$ cat config.mk
export PLATFORM = sky130hd
export DESIGN_NAME = nvm_profile_seq
export DESIGN_NICKNAME = d
export VERILOG_FILES = /design/src/rtl/nvm_profile_seq.sv
export SDC_FILE = /design/constraint.sdc
export NUM_CORES = 1
export LEC_CHECK = 0
export ABC_CLOCK_PERIOD_IN_PS = 4800
export BUFFER_PORTS_ARGS = -buffer_cell sky130_fd_sc_hd__buf_2
export CAP_MARGIN = 20
export CORE_MARGIN = 4
export CORE_UTILIZATION = 45
export DETAILED_ROUTE_END_ITERATION = 6
export GPL_TIMING_DRIVEN = 0
export PLACE_DENSITY = 0.59
export SYNTH_ARGS = -nofsm -noshare
export SYNTH_HDL_FRONTEND = slang
export SYNTH_SLANG_ARGS = --single-unit
$ cat constraint.sdc
create_clock -name clk -period 4.8 [get_ports clk]
set_input_delay 0.48 -clock clk [delete_from_list [all_inputs] [get_ports clk]]
set_output_delay 0.48 -clock clk [all_outputs]
set_load 0.01 [all_outputs]
$ cat src/rtl/nvm_profile_seq.sv
module nvm_profile_seq #(
  parameter int BUF_LEN  = 23,
  parameter int NV_DEPTH = 512,
  parameter int GAP_CYC  = 1000
)(
  input  logic                        clk,
  input  logic                        rst_n,
  input  logic                        start_save,
  input  logic                        start_load,
  input  logic                        buf_we,
  input  logic [$clog2(BUF_LEN)-1:0]  buf_addr,
  input  logic [7:0]                  buf_wdata,
  output logic                        busy,
  output logic                        err,
  output logic                        paused,
  output logic                        upd,
  output logic [15:0]                 rf_addr,
  output logic                        rf_we,
  output logic [7:0]                  rf_wdata,
  input  logic [7:0]                  rf_rdata,
  output logic [$clog2(NV_DEPTH)-1:0] nv_addr,
  output logic                        nv_we,
  output logic [7:0]                  nv_wdata,
  input  logic [7:0]                  nv_rdata
);
  localparam int BW = $clog2(BUF_LEN + 1);
  localparam int AW = $clog2(NV_DEPTH);
  localparam int GW = $clog2(GAP_CYC + 1);
  localparam logic [7:0] OP_UPD = 8'h80, OP_END = 8'hFF, OP_PAUSE = 8'hFE;

  typedef enum logic [2:0] {IDLE, S_CMD, S_HDR, S_RD, S_DW, L_RQ, L_GET} st_t;

  st_t            st;
  logic [7:0]     cbuf [BUF_LEN];
  logic [BW-1:0]  bi, hidx;
  logic [AW:0]    nwp, lp;
  logic [6:0]     cnt;
  logic [15:0]    raddr;
  logic [1:0]     k, ph;
  logic [GW-1:0]  gap;
  logic           err_q, held;
  logic [7:0]     cb;
  logic           nv_full, lp_end, cmd_ok, ld_bad, fail;

  assign cb      = (bi < BW'(BUF_LEN)) ? cbuf[bi] : OP_END;
  assign hidx    = bi + BW'(k);
  assign nv_full = (nwp == (AW+1)'(NV_DEPTH));
  assign lp_end  = (lp == (AW+1)'(NV_DEPTH));
  assign cmd_ok  = (bi < BW'(BUF_LEN)) && !nv_full &&
                   (cb == OP_UPD || cb == OP_END || cb == OP_PAUSE ||
                    (!cb[7] && (32'(bi) + 2 < BUF_LEN)));
  assign ld_bad  = nv_rdata[7] && nv_rdata != OP_UPD && nv_rdata != OP_END && nv_rdata != OP_PAUSE;
  assign fail    = (st == S_CMD && !cmd_ok) ||
                   ((st == S_HDR || st == S_DW) && nv_full) ||
                   (st == L_RQ && lp_end) ||
                   (st == L_GET && ph == 2'd0 && ld_bad);

  assign busy     = (st != IDLE);
  assign err      = err_q;
  assign paused   = held;
  assign upd      = (st == L_GET) && (ph == 2'd0) && (nv_rdata == OP_UPD);
  assign rf_addr  = raddr;
  assign rf_we    = (st == L_GET) && (ph == 2'd3);
  assign rf_wdata = nv_rdata;
  assign nv_we    = (st == S_CMD && cmd_ok) || ((st == S_HDR || st == S_DW) && !nv_full);
  assign nv_addr  = (st == L_RQ || st == L_GET) ? lp[AW-1:0] : nwp[AW-1:0];
  assign nv_wdata = (st == S_CMD) ? cb : (st == S_HDR) ? cbuf[hidx] : rf_rdata;

  always_ff @(posedge clk) begin
    if (!rst_n) begin
      st <= IDLE; bi <= '0; nwp <= '0; lp <= '0; cnt <= '0; raddr <= '0;
      k <= '0; ph <= '0; gap <= '0; err_q <= 1'b0; held <= 1'b0;
      for (int i = 0; i < BUF_LEN; i++) cbuf[i] <= OP_END;
    end else if (fail) begin
      err_q <= 1'b1; held <= 1'b0; st <= IDLE; gap <= GW'(GAP_CYC);
    end else begin
      case (st)
        IDLE: begin
          if (buf_we && 32'(buf_addr) < BUF_LEN) cbuf[buf_addr] <= buf_wdata;
          if (gap != '0) gap <= gap - 1'b1;
          else if (start_save) begin
            st <= S_CMD; bi <= '0; err_q <= 1'b0; held <= 1'b0;
            if (!held) nwp <= '0;
          end else if (start_load) begin
            st <= L_RQ; lp <= '0; ph <= '0; err_q <= 1'b0; held <= 1'b0;
          end
        end
        S_CMD: begin
          nwp <= nwp + 1'b1;
          if (cb == OP_END || cb == OP_PAUSE) begin
            st <= IDLE; gap <= GW'(GAP_CYC); held <= (cb == OP_PAUSE);
          end else if (cb == OP_UPD) bi <= bi + 1'b1;
          else begin cnt <= cb[6:0]; k <= 2'd1; st <= S_HDR; end
        end
        S_HDR: begin
          nwp <= nwp + 1'b1;
          if (k == 2'd1) begin raddr[15:8] <= cbuf[hidx]; k <= 2'd2; end
          else begin raddr[7:0] <= cbuf[hidx]; bi <= bi + BW'(3); st <= S_RD; end
        end
        S_RD: st <= S_DW;
        S_DW: begin
          nwp <= nwp + 1'b1; raddr <= raddr + 1'b1;
          if (cnt == '0) st <= S_CMD;
          else begin cnt <= cnt - 1'b1; st <= S_RD; end
        end
        L_RQ: st <= L_GET;
        L_GET: begin
          lp <= lp + 1'b1; st <= L_RQ;
          case (ph)
            2'd0: if (nv_rdata == OP_END || nv_rdata == OP_PAUSE) begin
                    st <= IDLE; gap <= GW'(GAP_CYC);
                  end else if (!nv_rdata[7]) begin cnt <= nv_rdata[6:0]; ph <= 2'd1; end
            2'd1: begin raddr[15:8] <= nv_rdata; ph <= 2'd2; end
            2'd2: begin raddr[7:0] <= nv_rdata; ph <= 2'd3; end
            default: begin
              raddr <= raddr + 1'b1;
              if (cnt == '0) ph <= 2'd0; else cnt <= cnt - 1'b1;
            end
          endcase
        end
        default: st <= IDLE;
      endcase
    end
  end
endmodule

==> results of run 1 <==
## sequential cells by signal (all words and copies together) (netlist names), named ones only
signal,flops
cnt,7
ph,2
gap,10
nwp,10
st,3
paused,1
lp,10
bi,5
k,2
rf_addr,16
cbuf,256
err,1
## worst max path at each step
stage	end	slack, ps	startpoint	cells after the start
2_1_floorplan	nv_wdata[4]	1060	bi[0]$_SDFFE_PN0N_	9
3_3_place_gp	nv_wdata[4]	-670	bi[0]$_SDFFE_PN0N_	10
6_report	nv_we	60	register	12
3_5_place_dp	nv_wdata[5]	-290	bi[0]$_SDFFE_PN0N_	11
5_1_grt	nv_we	-40	register	12
4_1_cts	nv_wdata[3]	10	bi[0]$_SDFFE_PN0N_	10
## worst max-delay path: stages, from the launching register on
cell and delay, ps:
dfxtp_1 300, buf_2 170, buf_4 270, buf_2 420, mux4_2 370, a221oi_1 600, a22oi_2 250, nor4b_1 210
nand2_1 280, nand2_1 150, a31oi_4 400, nor2_1 120, buf_2 160
## what timing repair did
action	4_1_cts	5_1_grt
setup endpoints to repair	35	6
pin swaps	0	0
resized for setup	38	15
## area by class of cell
type | instances | share of cell area [%]
Clock buffer | 53 | 5.020
Buffer | 109 | 2.842
Timing Repair Buffer | 90 | 2.474
Inverter | 23 | 0.4094
Tap cell | 525 | 3.115
Sequential cell | 328 | 43.29
Clock inverter | 16 | 1.003
Multi-Input combinational cell | 1068 | 41.85
## placed cells by master, fill, tap and decap left out, drive strengths merged, types with 43 or more instances in the layout
cell type,count
nand2,95
mux2i,43
mux4,129
dfxtp,72
nor2,76
buf,121
edfxtp,256
clkbuf,130
conb,72
nand2b,66
or2,114
a21oi,80
o21ai,48
## cell families (layout without fill, tap and decap cells)
| family | Yosys count | count (layout) |
|---|---|---|
| other cells | 1 | 72 |
| fa+ha+maj | 19 | 19 |
| xor+xnor | 36 | 36 |
| simple gates | 511 | 511 |
| flops | 328 | 328 |
| buf+inv | 135 | 291 |
| compound gates | 247 | 247 |
| mux | 183 | 183 |
## metrics by stage
step | setup slack, ps | std cells | area [um2] | hold slack [ps] | total power [mW]
6_report | 61.37 | 2212 | 21090 | 287.5 | 7.620
5_1_grt | -40.68 | 2212 | 21090 | 302.0 | 7.907
4_1_cts | 11.94 | 2212 | 21040 | 280.8 | 7.618
3_5_place_dp | -288.4 | 2145 | 19660 | 458.2 | 4.622
3_3_place_gp | -668.3 | 2135 | 19530 | 450.1 | 4.590
2_1_floorplan | 1060 | 1531 | 18470 | 427.5 | 4.192
## power groups by stage
stage	clock network [mW]	registers (mW)	logic, mW
after floorplan	0	3.36	0.829
after global placement	0	3.38	1.21
after detailed placement	0	3.39	1.23
after CTS	3.04	3.33	1.25
after global routing	3.17	3.35	1.39
final	3.02	3.33	1.26
## routing by layer
layer  up-vias  track usage (%)  part of all wire, %
li1       5949                -                    -
met1      6844            35.06                   38
met2       794            44.82                   48
met3       162            6.065                  9.4
met4         0            11.05                  4.5
met5         -                0                    0
==> reports/metrics.cfg, run 1 <==
[pwr]
sw_frac_of_total_pct=28.01
share_comb_of_total_power_pct=16.6
leakage_nw=6.402
p_int_mw=5.486
peakVddDrop_v=0.0001813
seq_power_share_pct=43.7
switchingPower_mw=2.134
clkPwrFrac_pct=39.7
power.density_nw_per_um2=361.4

[logic_synthesis]
synth-simple-area-share_pct=15.26
synth_compound_area_share_pct=8.913
synthXorXnorAreaFrac_pct=1.732
async_reset_ff_share_pct=0
synth_commonest_cells=256 x edfxtp_1, 129 x mux4_2, 114 x or2_2
synth_area_leaders=edfxtp_1 42%, mux4_2 16%, dfxtp_1 7.9%, or2_2 3.9%, mux2i_1 2.4%
synth_most_common_cell=edfxtp_1
seq_area_frac_synth_pct=50.14
muxShareOfSynthArea_pct=19.00
synth_top_family_by_area=multiplexers
avgSynthCellArea_um2=12.47
synth_cell_types=74
synth-edff-count=256
syn_area_um2=18210
synth_largest_area_cell=edfxtp_1
ys_ff_latch=328
syn_inst=1460
synth_ff_type=edfxtp_1
yosysWarningCount=0
synth_top_area_share_pct=42.22
synthAdderAreaFrac_pct=1.388

[die]
start_util_pct=45.72
core_area_um2=39820
row_count=73
die_width_um=209.2
dieArea_um2=43740
io_pins=81
die_y_um=209.2

[setup_path]
worstPathArrival_ps=4260
setup.worst_path.class=register to primary output
critPathMaxFanout=10
rrSetupSlack_ps=460
start_kind=register
ff2ff_path_depth=12
critical_path_required_ps=4320
end_kind=primary output

[clock_network]
cts_setup_buffers=0
h-tree-depth=2
clkTransAtPathRegs_ps=60
ctsHoldBuffers=0
clock-root-buffer=clkbuf_16
cts.sinks=328
clock_latency_ps=570
clockBufferDepth=3
cts_tree=done
cts_made_buffers=39

[sta]
maxSlewViolCount=0
max_freq_ghz=0.2110
final-setup-viol-count=0
fin_crit_sh_pct=98.72
setup-tns-final_ps=0
relSlewSlack_pct=27.28
skew_ps=28.49
post-route-min-period_ps=4739
hold_violations=0
worst_pin_slew_ps=1085
grt_setup_unrepaired=true

[worst_hold_path]
hold_path.startpoint=buf_wdata[7]
hold_end=cbuf[30][7]$_DFFE_PP_
min_path_type=primary input to register
hold_depth=1

[finish]
antennaDiodeCount=0
multi_input_area_um2=8825
register_area_um2=9129
num-fill-cells=3481
syn_to_final_growth_pct=15.82
fin_util_pct=52.95
drive_above_1_share_pct=28.16
nNetsFinal=1712

[global_routing]
grt_pass1_wl_um=88480
antenna_found_initial=0
grt_usage_pct=27.20
grt_max_degree=15
grt_pass1_vias=13510
overflow=0

[detailed_routing]
drtPass1Iterations=5
first_iter_violations=1679
via_per_inst=6.216
wl_per_cell_um=27.30
postRouteAntennaNets=0
vias=13750
remaining_drc_errors=0
detail_route.wirelength_um=60390

[place]
place_hpwl_um=43160
io_buffers=79
gp_routability_congestion=0.9111

[status]
status=finished clean

[job]
drv_cap=0

Note: power is estimated with default switching activity, not from simulation.
==> inputs of run 2 (changes only) <==
Settings changed: CAP_MARGIN 20 to default, RECOVER_POWER from default to 25.
==> run 2 against run 1 <==
Net effect: the run now ends with max-capacitance violations, max-slew violations left; sequential power hardly changed; via count fell by 1.2%; utilization down 0.44 points; first-iteration DRC count up 0.66%; global-route usage shrank 0.33 points; cell count is 0.36% lower; non-clock buffer count fell by 9; largest power group unchanged; highest routed layer unchanged.
==> reports/metrics.cfg, run 2 (synthesis gave the netlist of run 1 again) <==
[detailed_routing]
routed.top_layer=met4
remaining_drc_errors=0
vias=13580
via_per_inst=6.162
postRouteAntennaNets=0
wl_met3_um=5719
drtPass1Iterations=5
first_iter_violations=1690
wl_met2_um=28290
detail_route.wirelength_um=60040
wl_met1_um=23030
wl_per_cell_um=27.24

[finish]
antennaDiodeCount=0
num-fill-cells=3519
largest_register_ffs=256
fin_cells=2204
nNetsFinal=1702
final_cell_mix=256 x edfxtp_1, 129 x mux4_2, 114 x or2_2, 103 x clkbuf_1, 95 x nand2_1
syn_to_final_growth_pct=14.86
final_common_cell=edfxtp_1
top_register=cbuf
drive_above_1_share_pct=25.79

[setup_path]
worstPathArrival_ps=4230
max_stage_delay_ps=740
critical_path_required_ps=4320
cpLargestDelayFamily=multiplexers
setup.worst_path.class=register to primary output
crit_path_top_delay_cell=fa_2
worstPathCellList=ha_2 > fa_2 > clkbuf_4 > mux4_2 > mux4_2 > mux2i_2 > nor2_1 > a21oi_1 > o21ai_0 > buf_2
crit_top_cell=mux4_2
start_kind=register
end_kind=primary output
critPathMaxFanout=10
path_buf_inv=2

[clock_network]
ctsHoldBuffers=0
cts_tree=done
h-tree-depth=2
cts.sinks=328
clock-root-buffer=clkbuf_16
cts_made_buffers=38
clock_latency_ps=560
clkTransAtPathRegs_ps=60
clockBufferDepth=3

[pwr]
seq_power_share_pct=44.5
switchingPower_mw=2.126
p_int_mw=5.363
clkPwrFrac_pct=38.9
power.density_nw_per_um2=358.1
share_comb_of_total_power_pct=16.6
peakVddDrop_v=0.0002262
leakage_nw=6.205
sw_frac_of_total_pct=28.39

[die]
dieArea_um2=43740
io_pins=81
die_width_um=209.2
die_y_um=209.2
start_util_pct=45.72
row_count=73
core_area_um2=39820

[global_routing]
grt_max_degree=15
overflow=0
grt_usage_pct=26.86
antenna_found_initial=0
grt_pass1_vias=13550
grt_pass1_wl_um=87730

[sta]
relSlewSlack_pct=-9.527
hold_violations=0
max_freq_ghz=0.2123
fin_crit_sh_pct=98.15
worst_pin_slew_ps=1630
skew_ps=30.59
grt_setup_unrepaired=false
post-route-min-period_ps=4711
maxSlewViolCount=10
setup-tns-final_ps=0
final-setup-viol-count=0
hold_ws_ps=380.8

[place]
dp_cells=2135
place_hpwl_um=42570
gp_routability_congestion=0.9111
io_buffers=79

[status]
status=finished with violations
violations=max-capacitance violations, max-slew violations

[job]
drv_cap=1

[worst_hold_path]
min_path_type=primary input to register

run 2: layer usage:
layer	GRT usage, %	up-vias
met5	0	-
met4	12.02	0
met3	5.179	180
met2	43.37	789
met1	35.49	6692
li1	-	5919
run 2: per-stage QoR:
stage | util (%) | power (mW) | cell area, um2 | worst slack (ps)
floorplan | - | 4.192 | 18470 | 1060
global placement | 49.03 | 4.590 | 19530 | -668.3
detailed placement | 49.06 | 4.616 | 19540 | -581.0
CTS | 52.48 | 7.503 | 20900 | 5.896
global route | 52.52 | 7.777 | 20910 | 0.3499
finish | 52.52 | 7.490 | 20910 | 88.62
run 2: final timing paths:
path / endpoint / from / slack (ps) / cells past startpoint
max: nv_wdata[6] / bi[0]$_SDFFE_PN0N_ / 90 / 10
min: st[2]$_SDFFE_PP0P_ / start_save / 380 / 4
max reg2reg: gap[1]$_SDFFE_PP0P_ / bi[1]$_SDFFE_PN0N_ / 500 / 11
min reg2reg: nwp[9]$_SDFFE_PN0P_ / nwp[9]$_SDFFE_PN0P_ / 480 / 1
run 2: timing repair:
action	4_1_cts	5_1_grt
pin swaps	0	0
endpoints found under the hold margin	0	0
setup endpoints to repair	46	8
gates resized for setup	61	18
setup buffers	0	0
run 2: final cells by class:
class,instances,area [um2],area share (%)
sequential,328,9129,43.65
multi-input combinational,1068,8833,42.24
clock buffer,45,997.2,4.768
tap,525,656.9,3.141
buffer,110,624.3,2.985
timing repair buffer,80,352.8,1.687
clock inverter,25,234.0,1.119
inverter,23,86.33,0.4128
run 2: power groups by stage:
stage / Combinational [mW] / Clock, mW / Sequential, mW
finish: 1.24 / 2.91 / 3.33
global route: 1.37 / 3.05 / 3.35
CTS: 1.24 / 2.94 / 3.33
detailed placement: 1.23 / 0 / 3.39
global placement: 1.21 / 0 / 3.38
floorplan: 0.829 / 0 / 3.36
run 2: worst reg2reg max path, cell delays in order, from the launching register on:
cell and delay [ps]:
dfxtp_1 550, ha_1 290, a21oi_1 130, o21ai_2 540, a21oi_1 150, a22oi_2 560
nand4_1 320, nor4_2 750, nor2_1 150, clkbuf_1 250, or3_1 400, a21oi_1 150
==> inputs of run 3 (changes only) <==
Settings changed: PLACE_DENSITY 0.59 to 0.65, SKIP_LAST_GASP from default to 1.
==> run 3 against run 2 <==
Net effect: global-route usage is 0.66 points lower; count of clock-buffer cells in the layout is 10 higher; sequential share of layout area is 0.41 points higher; critical path type unchanged; utilization is 0.49 points lower; critical path depth is 2 higher; the run ends with negative setup slack left; wire length is 2.5% lower.
==> reports/metrics.cfg, run 3 (synthesis gave the netlist of run 1 again) <==
[status]
status=finished with violations
violations=negative setup slack

[sta]
final-setup-viol-count=1
grt_setup_unrepaired=true
maxSlewViolCount=0
setup_slack_ps=-145.0
hold_ws_ps=371.7
post-route-min-period_ps=4945
skew_ps=20.71
setup-tns-final_ps=-145.0
hold_violations=0
worst_pin_slew_ps=1390
fin_crit_sh_pct=103.0
max_freq_ghz=0.2022
relSlewSlack_pct=6.597

[finish]
antennaDiodeCount=0
top_register=cbuf
num-fill-cells=3493
largest_register_ffs=256
nNetsFinal=1702
register_area_um2=9129
final_cell_mix=256 x edfxtp_1, 129 x mux4_2, 114 x or2_2, 113 x clkbuf_1, 95 x nand2_1
final_common_cell=edfxtp_1
finish.instance_area_um2=20720
drive_above_1_share_pct=24.88
multi_input_area_um2=8768
syn_to_final_growth_pct=13.79

[clock_network]
clock-root-buffer=clkbuf_16
cts_made_buffers=37
clockBufferDepth=3
h-tree-depth=2
cts.sinks=328
cts_tree=done
clock_latency_ps=560
ctsHoldBuffers=0
clkTransAtPathRegs_ps=60

[setup_path]
setup.worst_path.class=register to primary output
critPathMaxFanout=10
start_kind=register
worstPathArrival_ps=4470
end_kind=primary output
critical_path_required_ps=4320

[detailed_routing]
postRouteAntennaNets=0
vias=13890
drtPass1Iterations=5
via_per_inst=6.312
detail_route.wirelength_um=58520
first_iter_violations=1858
wl_per_cell_um=26.59
remaining_drc_errors=0

[global_routing]
grt_pass1_vias=13500
overflow=0
antenna_found_initial=0
grt_usage_pct=26.20
grt_pass1_wl_um=86580
grt_max_degree=15

[pwr]
peakVddDrop_v=0.0002090
leakage_nw=6.171
power.density_nw_per_um2=349.5

[worst_hold_path]
min_path_type=primary input to register

[die]
core_area_um2=39820
row_count=73
io_pins=81
die_y_um=209.2
die_width_um=209.2
dieArea_um2=43740
start_util_pct=45.72

[place]
dpl_cell_area_um2=19540
gp_routability_congestion=0.9769
io_buffers=79
place_hpwl_um=42580

[job]
drv_cap=0

-- run 3: per-layer routing --
metal	up-vias	track usage (%)	wire length (um)
met5	-	0	0
met4	0	11.27	2964
met3	194	6.531	6687
met2	966	40.80	26380
met1	6816	35.18	22480
li1	5917	-	-
-- run 3: worst paths after layout --
| path | slack [ps] | from | to | cells after the start |
|---|---|---|---|---|
| max reg2reg | 320 | register | bi[3]$_SDFFE_PN0N_ | 12 |
| min reg2reg | 460 | nwp[9]$_SDFFE_PN0P_ | nwp[9]$_SDFFE_PN0P_ | 1 |
| min | 370 | start_save | st[2]$_SDFFE_PP0P_ | 4 |
| max | -150 | register | nv_we | 12 |
-- run 3: through the flow --
| stage | instances | util, % | setup slack (ps) | power, mW |
|---|---|---|---|---|
| CTS | 2199 | 52.07 | 38.45 | 7.243 |
| global placement | 2135 | 49.03 | -277.2 | 4.572 |
| global route | 2201 | 52.03 | -87.54 | 7.529 |
| detailed placement | 2136 | 49.06 | -321.5 | 4.604 |
| finish | 2201 | 52.03 | -145.0 | 7.240 |
| floorplan | 1531 | - | 1060 | 4.192 |
-- run 3: final cells by class --
cell class                      count  area share [%]
Tap cell                          525           3.170
Clock buffer                       55           4.946
Buffer                            109           2.887
Timing Repair Buffer               82           1.788
Inverter                           23          0.4167
Multi-Input combinational cell   1068           42.32
Sequential cell                   328           44.06
Clock inverter                     11          0.4107
-- run 3: repair_timing --
| action | 4_1_cts | 5_1_grt |
|---|---|---|
| pin swaps | 1 | 2 |
| endpoints found under the hold margin | 0 | 0 |
| setup buffers | 0 | 2 |
| gates resized for setup | 43 | 16 |
| endpoints found under the setup margin | 25 | 9 |
-- run 3: critical path: stages (launching register included) --
cell and delay [ps]:
dfxtp_1 310, buf_2 200, buf_2 400, buf_4 350, mux4_2 340, a221oi_1 700, a22oi_1 180, nor4_1 360
nand2_1 260, nand2_1 130, a31oi_2 250, nor2_1 270, buf_2 170
-- run 3: power breakdown --
part,internal (mW),switching (mW),leakage (nW)
Clock,1.49,1.17,0.547
Combinational,0.452,0.784,3.08
Sequential,3.20,0.134,2.54
